===== config.mk =====
export PLATFORM = sky130hd
export DESIGN_NAME = dbgScanPort
export DESIGN_NICKNAME = d
export VERILOG_FILES = /design/src/rtl/dbgScanPkg.sv /design/src/rtl/dbgScanCtl.sv /design/src/rtl/dbgScanData.sv /design/src/rtl/dbgScanPort.sv
export SDC_FILE = /design/constraint.sdc
export NUM_CORES = 1
export LEC_CHECK = 0
export ABC_AREA = 1
export BUFFER_PORTS_ARGS = -buffer_cell sky130_fd_sc_hd__clkbuf_2
export CORE_ASPECT_RATIO = 0.6
export CORE_MARGIN = 2
export CORE_UTILIZATION = 56
export DETAILED_ROUTE_END_ITERATION = 8
export GPL_TIMING_DRIVEN = 0
export PLACE_DENSITY = 0.76
export SYNTH_ARGS = -nofsm -noshare
export SYNTH_HDL_FRONTEND = slang
export SYNTH_SLANG_ARGS = --single-unit

===== constraint.sdc =====
create_clock -name tck -period 1.78 [get_ports tck]
set_input_delay 0.267 -clock tck [delete_from_list [all_inputs] [get_ports tck]]
set_output_delay 0.267 -clock tck [all_outputs]
set_load 0.05 [all_outputs]

===== src/rtl/dbgScanPkg.sv =====
package dbgScanPkg;
  localparam int DATA_W   = 32;
  localparam int ADDR_W   = 5;
  localparam int STATUS_W = 5;
  localparam int FRAME_W  = DATA_W + ADDR_W + 1;
  localparam int NUM_REGS = 1 << ADDR_W;

  localparam int ADDR_DBG_CTRL   = 0;
  localparam int ADDR_DBG_STATUS = 1;
  localparam int ADDR_COMMS_DATA = 5;
  localparam int MON_BIT         = 4;

  typedef struct packed {
    logic loadCap;
    logic shiftEn;
    logic commitWr;
    logic commitAddr;
  } scanCtl_t;

  function automatic int regWidth(input int a);
    case (a)
      0:                               return 6;
      1:                               return STATUS_W;
      2:                               return 8;
      4:                               return 6;
      5:                               return DATA_W;
      8, 9, 10, 11, 16, 17, 18, 19:    return DATA_W;
      12, 20:                          return 9;
      13, 21:                          return 8;
      default:                         return 0;
    endcase
  endfunction

  function automatic logic [DATA_W-1:0] maskOf(input int a);
    int w;
    w = regWidth(a);
    if (w >= DATA_W) return '1;
    return (DATA_W'(1) << w) - DATA_W'(1);
  endfunction
endpackage


===== src/rtl/dbgScanCtl.sv =====
module dbgScanCtl
  import dbgScanPkg::*;
(
  input  logic     tck,
  input  logic     trstN,
  input  logic     captureDr,
  input  logic     shiftDr,
  input  logic     updateDr,
  input  logic     frameDir,
  output scanCtl_t ctl
);
  always_comb begin
    ctl.loadCap    = captureDr;
    ctl.shiftEn    = shiftDr && !captureDr;
    ctl.commitWr   = updateDr && frameDir;
    ctl.commitAddr = updateDr;
  end

  // the TAP never asserts two of its strobes at once
  assert_one_strobe_R2: assert property (@(posedge tck) disable iff (!trstN)
    $onehot0({captureDr, shiftDr, updateDr}));
endmodule


===== src/rtl/dbgScanData.sv =====
module dbgScanData
  import dbgScanPkg::*;
(
  input  logic                tck,
  input  logic                trstN,
  input  scanCtl_t            ctl,
  input  logic                tdi,
  input  logic [STATUS_W-1:0] coreStatus,
  output logic                tdo,
  output logic                frameDir,
  output logic                monitorEn,
  output logic                wrStb,
  output logic [ADDR_W-1:0]   wrAddr,
  output logic [DATA_W-1:0]   wrData,
  output logic                commsConsume
);
  logic [FRAME_W-1:0] shiftQ;
  logic [ADDR_W-1:0]  latchAddrQ;
  logic [DATA_W-1:0]  frameData;
  logic [ADDR_W-1:0]  frameAddr;
  logic [DATA_W-1:0]  rdVal [NUM_REGS];

  assign frameData = shiftQ[DATA_W-1:0];
  assign frameAddr = shiftQ[DATA_W +: ADDR_W];
  assign frameDir  = shiftQ[FRAME_W-1];
  assign tdo       = shiftQ[0];

  // Register file: one generated slot per address
  for (genvar a = 0; a < NUM_REGS; a++) begin : g_slot
    if (a == ADDR_DBG_STATUS) begin : g_status
      assign rdVal[a] = DATA_W'(coreStatus);
    end else if (regWidth(a) > 0) begin : g_store
      logic [DATA_W-1:0] q;
      always_ff @(posedge tck or negedge trstN) begin
        if (!trstN) q <= '0;
        else if (ctl.commitWr && frameAddr == ADDR_W'(a)) q <= frameData & maskOf(a);
      end
      assign rdVal[a] = q;
    end else begin : g_empty
      assign rdVal[a] = '0;
    end
  end

  assign monitorEn = rdVal[ADDR_DBG_CTRL][MON_BIT];

  // Shift stage and address latch
  always_ff @(posedge tck or negedge trstN) begin
    if (!trstN) begin
      shiftQ     <= '0;
      latchAddrQ <= '0;
    end else begin
      if (ctl.loadCap)      shiftQ <= {{(ADDR_W + 1){1'b0}}, rdVal[latchAddrQ]};
      else if (ctl.shiftEn) shiftQ <= {tdi, shiftQ[FRAME_W-1:1]};
      if (ctl.commitAddr)   latchAddrQ <= frameAddr;
    end
  end

  // Strobes towards the register file owner
  always_ff @(posedge tck or negedge trstN) begin
    if (!trstN) begin
      wrStb        <= 1'b0;
      wrAddr       <= '0;
      wrData       <= '0;
      commsConsume <= 1'b0;
    end else begin
      wrStb        <= ctl.commitWr;
      commsConsume <= ctl.loadCap && latchAddrQ == ADDR_W'(ADDR_COMMS_DATA);
      if (ctl.commitWr) begin
        wrAddr <= frameAddr;
        wrData <= frameData & maskOf(int'(frameAddr));
      end
    end
  end

  // reported write data never carries bits above the register width
  assert_wr_trunc_R6: assert property (@(posedge tck) disable iff (!trstN)
    wrStb |-> (wrData & ~maskOf(int'(wrAddr))) == '0);

  // consume pulse only with the comms data address latched
  assert_consume_addr_R8: assert property (@(posedge tck) disable iff (!trstN)
    commsConsume |-> latchAddrQ == ADDR_W'(ADDR_COMMS_DATA));

  // tdo holds while neither capturing nor shifting
  assert_tdo_hold_R2: assert property (@(posedge tck) disable iff (!trstN)
    (!ctl.loadCap && !ctl.shiftEn) |=> $stable(tdo));

  // monitor enable moves only with a write to debug control
  assert_monitor_wr_R9: assert property (@(posedge tck) disable iff (!trstN)
    !$stable(monitorEn) |-> (wrStb && wrAddr == ADDR_W'(ADDR_DBG_CTRL)));

  // the write pulse lasts one cycle
  assert_wr_pulse_R3: assert property (@(posedge tck) disable iff (!trstN)
    wrStb |=> !wrStb);
endmodule


===== src/rtl/dbgScanPort.sv =====
module dbgScanPort
  import dbgScanPkg::*;
(
  input  logic                tck,
  input  logic                trstN,
  input  logic                captureDr,
  input  logic                shiftDr,
  input  logic                updateDr,
  input  logic                tdi,
  input  logic [STATUS_W-1:0] coreStatus,
  output logic                tdo,
  output logic                monitorEn,
  output logic                wrStb,
  output logic [ADDR_W-1:0]   wrAddr,
  output logic [DATA_W-1:0]   wrData,
  output logic                commsConsume
);
  scanCtl_t ctl;
  logic     frameDir;

  dbgScanCtl i_ctl (
    .tck       (tck),
    .trstN     (trstN),
    .captureDr (captureDr),
    .shiftDr   (shiftDr),
    .updateDr  (updateDr),
    .frameDir  (frameDir),
    .ctl       (ctl)
  );

  dbgScanData i_data (
    .tck          (tck),
    .trstN        (trstN),
    .ctl          (ctl),
    .tdi          (tdi),
    .coreStatus   (coreStatus),
    .tdo          (tdo),
    .frameDir     (frameDir),
    .monitorEn    (monitorEn),
    .wrStb        (wrStb),
    .wrAddr       (wrAddr),
    .wrData       (wrData),
    .commsConsume (commsConsume)
  );
endmodule


== After elaboration in Yosys (flattened, before gate mapping) ==
Memory sizes are Yosys's and may differ from the RTL's.
Cells that the tools add are included.

* Register bits after elaboration: 424
* Bits in read-only memories: 160
* Input port bits: 11
* Output and inout port bits: 41
* Word-level logic and storage cells: 78
* Memories kept: 1

{| class="wikitable"
|+ Memory list
! memory !! words !! width !! read ports !! clocked after Yosys merged registers in !! wr ports !! RTL line !! text
|-
| (name not given) || 32 || 5 || 1 || 0 || 0 || dbgScanPkg.sv:21 || <nowiki>case (a)</nowiki>
|}

* Add/sub/neg operators: 1
* Order comparisons: 2
* Eq/ne operators: 16
* Shifts and indexed selects: 1
* Multiplexer cells: 11
* Bitwise operators: 2
* Reductions and logical operators: 22

{| class="wikitable"
|+ Operator list
! cell !! count
|-
| 32-bit 2-to-1 mux || 6
|-
| 32-bit binary-select mux with 5-bit select || 1
|-
| 38-bit 2-to-1 mux || 2
|-
| 32-bit bitwise AND || 1
|-
| 32-bit by 7-bit >= comparator with 1-bit output (second input constant) || 1
|-
| 1-bit by 32-bit left shift with 32-bit output (first input constant) || 1
|-
| 32-bit by 2-bit subtractor with 32-bit output (second input constant) || 1
|-
| 5-bit by 4-bit == test with 1-bit output (second input constant) || 6
|-
| 5-bit == test (second input constant) || 6
|-
| 1-bit logical AND || 19
|-
| 5-bit by 3-bit == test with 1-bit output (second input constant) || 3
|-
| 6-bit >= comparator (second input constant) || 1
|-
| 5-bit NOT with 6-bit output || 1
|-
| 5-bit by 2-bit == test with 1-bit output (second input constant) || 1
|-
| 5-bit logical NOT || 1
|-
| 1-bit 2-to-1 mux || 2
|-
| 2-bit nonzero test || 1
|-
| 1-bit logical NOT || 1
|}

== Logic depth before layout (Yosys ltp) ==
* Depth after elaboration: 8
* Depth in mapped cells: 15
* Depth with buffers taken out: 15

== Hierarchy ==
From an unflattened synthesis, not the netlist that was laid out.

* Cells, all modules: 2344
* Area, all modules: 19289.8 um^2

{| class="wikitable"
|+ By module, submodules not included
! module !! instances !! cells each !! area each (um^2) !! seq. area each (um^2)
|-
| dbgScanData || 1 || 2338 || 19257.2 || 10610.2
|-
| dbgScanCtl || 1 || 6 || 32.5 || 0.0
|}

== Worst setup path before layout ==
Ideal clock, no wire load.

* Kind: reg2reg
* Start: register i_data.shiftQ[33]
* End: register i_data.wrData[12]
* Setup time: 0.066 ns
* Arrival time: 1.897 ns
* Required time: 1.714 ns
* Slack: -0.183 ns
* Cell stages (with the launch flop): 15
* Buffers on the path: 2
* Period minus slack after synthesis: 1.963 ns
* Cell sequence: dfrtp_1 > buf_2 > nor2_4 > nand2_1 > nand3_1 > nand2_1 > o21ai_1 > nor2_1 > inv_1 > ha_1 > nand2_1 > o21ai_1 > buf_4 > nand3_1 > nand2_1

* Word-level cells in the longest chain between the ends: 8
* Elaborated cells on any way between the ends: 10
* Classes of those cells: 1 x add/sub; 1 x order compare; 1 x shift; 5 x mux; 1 x bitwise; 1 x memory

{| class="wikitable"
|+ Ends and longest elaborated chain
! item !! RTL line !! text
|-
| start, declared || dbgScanData.sv:17 || <nowiki>logic [FRAME_W-1:0] shiftQ;</nowiki>
|-
| start signal, assigned || dbgScanData.sv:52 || <nowiki>if (ctl.loadCap) shiftQ <= {{(ADDR_W + 1){1'b0}}, rdVal[latchAddrQ]};</nowiki>
|-
| start signal, assigned || dbgScanData.sv:53 || <nowiki>else if (ctl.shiftEn) shiftQ <= {tdi, shiftQ[FRAME_W-1:1]};</nowiki>
|-
| memory 32 x 5 bit * || -- ||
|-
| 32-bit 2-to-1 mux * || dbgScanData.sv:68 || <nowiki>if (ctl.commitWr) begin</nowiki>
|-
| 32-bit by 7-bit >= comparator with 1-bit output || dbgScanPkg.sv:37 || <nowiki>if (w >= DATA_W) return '1;</nowiki>
|-
| 1-bit 2-to-1 mux || dbgScanPkg.sv:37 ||
|-
| 1-bit 2-to-1 mux || dbgScanData.sv:68 ||
|-
| 32-bit 2-to-1 mux * || dbgScanPkg.sv:38 || <nowiki>return (DATA_W'(1) << w) - DATA_W'(1);</nowiki>
|-
| 32-bit 2-to-1 mux * || dbgScanData.sv:68 ||
|-
| 32-bit bitwise AND * || dbgScanData.sv:70 || <nowiki>wrData <= frameData & maskOf(int'(frameAddr));</nowiki>
|-
| end signal, assigned || dbgScanData.sv:70 ||
|-
| end, declared || dbgScanData.sv:14 || <nowiki>output logic [DATA_W-1:0] wrData,</nowiki>
|}

Mark *: on every way between the ends. The rest lies on a longest branch, timed or not. The select of a mux whose other input is x is not followed.
A chain may end at the register's enable or synchronous reset.

== Final worst setup path ==
* Start: register i_data.shiftQ[33]
* End: register i_data.wrData[20]

Same word-level chain as after synthesis.

==> flow_metrics.tcl <==
set metrics [dict create \
    status "complete, but fails checks" \
    violations "setup timing" \
    synth_top_family_by_area "simple AND/OR/NAND/NOR gates" \
    yosys_most_used_dff "dfrtp_1" \
    fmax_mhz 498 \
    critPathRequiredTime_ps 2270 \
    top_usage_layer "met1" \
    finalCriticalPeriod_ps 2010 \
    peakVddDrop_v 0.000574 \
    synth_top_area_share_pct 56.7 \
    grt_first_pass_wirelength_mm 96.9 \
    ant_nets 0 \
    grt_pass1_vias 16100 \
    multiInputGateArea_um2 7730 \
    r2r_cells 13 \
    layout_setup_ws_ps -229 \
    min_from "captureDr" \
    drt_wl_total_mm 67.4 \
    comb_power_share_pct 9.0 \
    skew_ps 15.2 \
    yosysWarningCount 0 \
    clockBufferDepth 3 \
    cts_tree "yes" \
    synth-seq-cells 424 \
    p_leak_nw 10.7 \
    area_growth_pct 22.7 \
    power.density_nw_per_um2 886 \
    use_met2_pct 48.8 \
    die_h_um 146 \
    synth.most_common_cell "nand2_1" \
    grt_max_degree 111 \
    numCtsBuffers 40 \
    yosysTopAreaCell "dfrtp_1" \
    async_flop_share_pct 100 \
    diodes 0 \
    critPathMaxFanout 6 \
    io_pins 52 \
    syn_inst 2235 \
    critPathLaunchType "register" \
    seqPwrFrac_pct 49.7 \
    grt_util_all_layers_pct 36.7 \
    port_buffers 50 \
    arrival_ps 2500 \
    min_path_type "in2reg" \
    power_switching_mw 5.31 \
    power.internal_mw 15.0 \
    grtUsageMet3_pct 13.7 \
    slew_violations 0 \
    r2r_slack_ps -230 \
    nNetsFinal 2409 \
    holdPathEnd "i_data.shiftQ[8]" \
    synth.area.top_cells "dfrtp_1, nand2_1, o21ai_0, clkbuf_1, nor2_1" \
    pwr-share-clk_pct 41.3 \
    end_kind "register" \
    synth_compound_area_share_pct 17.2 \
    r2r_end "i_data.wrData[20]" \
    nFillCells 2497 \
    yosys.area_share.adder_pct 0.134 \
    fin_util_pct 70.3 \
    dr_total_vias 17900 \
    synth_cell_types 33 \
    power.total_mw 20.3 \
    fin_setup_tns_ps -6990 \
    clkLatencyLatePin_ps 560 \
    p_sw_share_pct 26.1 \
    antenna_found_initial 1 \
    dr.first_iter.drc_count 2862 \
    hpwl_mm 43.3 \
    synth_enable_flop_cells 0 \
    muxShareOfSynthArea_pct 0.107 \
    cts.clk_slew.worst_paths_ps 70 \
    rsz0062_at_grt "true" \
    max-cap-violations 0 \
    die_area_um2 35000 \
    drive_gt1_share_pct 18.7 \
    synth_area_um2 18700 \
    clock-sinks 424 \
    holdPathStages 3 \
    viasPerCell 6.23 \
    start_util_pct 57.3 \
    drc_errors 0 \
    die_w_um 240 \
    seq_area_um2 10600 \
    root_buffer "clkbuf_16" \
    fin_crit_sh_pct 113 \
    wire_per_inst_um 23.5 \
    setup_viol 121 \
    critPathKind "reg2reg" \
    coreArea_um2 32700 \
    row_count 51 \
    htreeDepth 2 \
    synth_xor_area_share_pct 0 \
    r2r_start "i_data.shiftQ[33]" \
    first_pass_iters 6 \
    yosysSeqAreaShare_pct 56.7 \
    synthTopCellsByCount "nand2_1, dfrtp_1, o21ai_0" \
    gp_congestion 0.991 \
    hold_violations 0 \
    synthSimpleGateAreaFrac_pct 20.2 \
    use_met1_pct 56.4 \
    worst_pin_slew_ps 735 \
    globalRouteOverflowTotal 0 \
    slew-limit-headroom_pct 51.0 \
    synth.avg_cell_area_um2 8.37 \
]
## power groups by stage
stage               Combinational [mW]  Clock, mW  Sequential (mW)
floorplan                        0.755          0             10.4
global placement                  1.56          0             10.3
detailed placement                1.62          0             10.3
CTS                               1.68       8.38             10.1
global route                      1.98       8.80             10.1
finish                            1.84       8.40             10.1
## layout by cell type (no fill, tap or decap), drive strengths merged, types with 4 or more instances in the layout
cell type	netlist	final
nand2	720	720
nor2	127	127
dfrtp	424	424
clkinvlp	0	6
inv	80	77
buf	56	149
o21ai	441	441
a22oi	45	45
clkbuf	118	197
o21bai	4	4
o31ai	10	10
clkinv	1	7
o22ai	31	31
nand3	92	95
a21oi	67	67
nor3	5	5
o211ai	4	4
## cells by family (layout without fill, tap and decap cells)
kind of cell	after synthesis	in the layout
buffers and inverters	255	438
adders and majority gates	2	2
and+or+nand+nor	947	950
DFF	424	424
other	1	2
AOI/OAI and AO/OA	604	604
muxes	2	2
## cell type report
| class | count | area share [%] |
|---|---|---|
| inverter | 81 | 1.48 |
| clock buffer | 59 | 5.16 |
| sequential | 424 | 46.2 |
| buffer | 171 | 5.84 |
| multi-input combinational | 1560 | 33.7 |
| clock inverter | 9 | 0.256 |
| timing repair buffer | 118 | 4.92 |
| tap | 450 | 2.45 |
## per-stage QoR
stage                     worst slack (ps)  cells  hold slack, ps  area, um2
after global placement               -8830   2736             461      19600
after detailed placement              -559   2740             285      19700
after CTS                             -151   2838            79.1      21600
final                                 -229   2872             100      23000
after global routing                  -288   2872             110      23000
after floorplan                        315   2236           -28.6      18700
## state kept, by name, indices dropped and copies added (netlist names)
name and count:
i_data.g_slot.g_store.q 342, i_data.shiftQ 38, i_data.latchAddrQ 5, i_data.wrStb 1
i_data.wrAddr 5, i_data.commsConsume 1, i_data.wrData 32
## critical path, stage by stage (launching register included)
cell and delay, ps:
dfrtp_1 430, buf_6 170, nand2_2 120, nor2_4 170, nor2_4 60, o21ai_4 140, nor2_2 70, inv_2 70
ha_4 150, nand2_4 60, o21ai_4 210, buf_6 160, nand3_1 70, nand2_1 70
## repair_timing
| item | CTS | global route |
|---|---|---|
| pin swaps | 21 | 49 |
| setup buffers | 28 | 27 |
| gates resized for setup | 177 | 358 |
| hold buffers | 2 | 0 |
| endpoints found under the hold margin | 58 | 0 |
| setup endpoints to repair | 374 | 370 |
| cloned | 1 | 11 |
## routing by layer
| metal | up-vias | wire length, um |
|---|---|---|
| li1 | 7681 | - |
| met1 | 8781 | 27600 |
| met2 | 1250 | 27300 |
| met3 | 176 | 10800 |
| met4 | 4 | 1680 |
| met5 | - | 33 |
## worst max path at each step
stage,end,start,slack [ps]
finish,i_data.wrData[20],i_data.shiftQ[33],-230
global route,i_data.wrData[16],i_data.shiftQ[35],-290
CTS,i_data.wrData[28],i_data.shiftQ[35],-150
detailed placement,i_data.shiftQ[10],i_data.latchAddrQ[1],-560
global placement,i_data.g_slot[9].g_store.q[17],trstN,-8830
floorplan,i_data.wrData[15],i_data.shiftQ[33],310
Note: power is estimated with default switching activity, not from simulation.
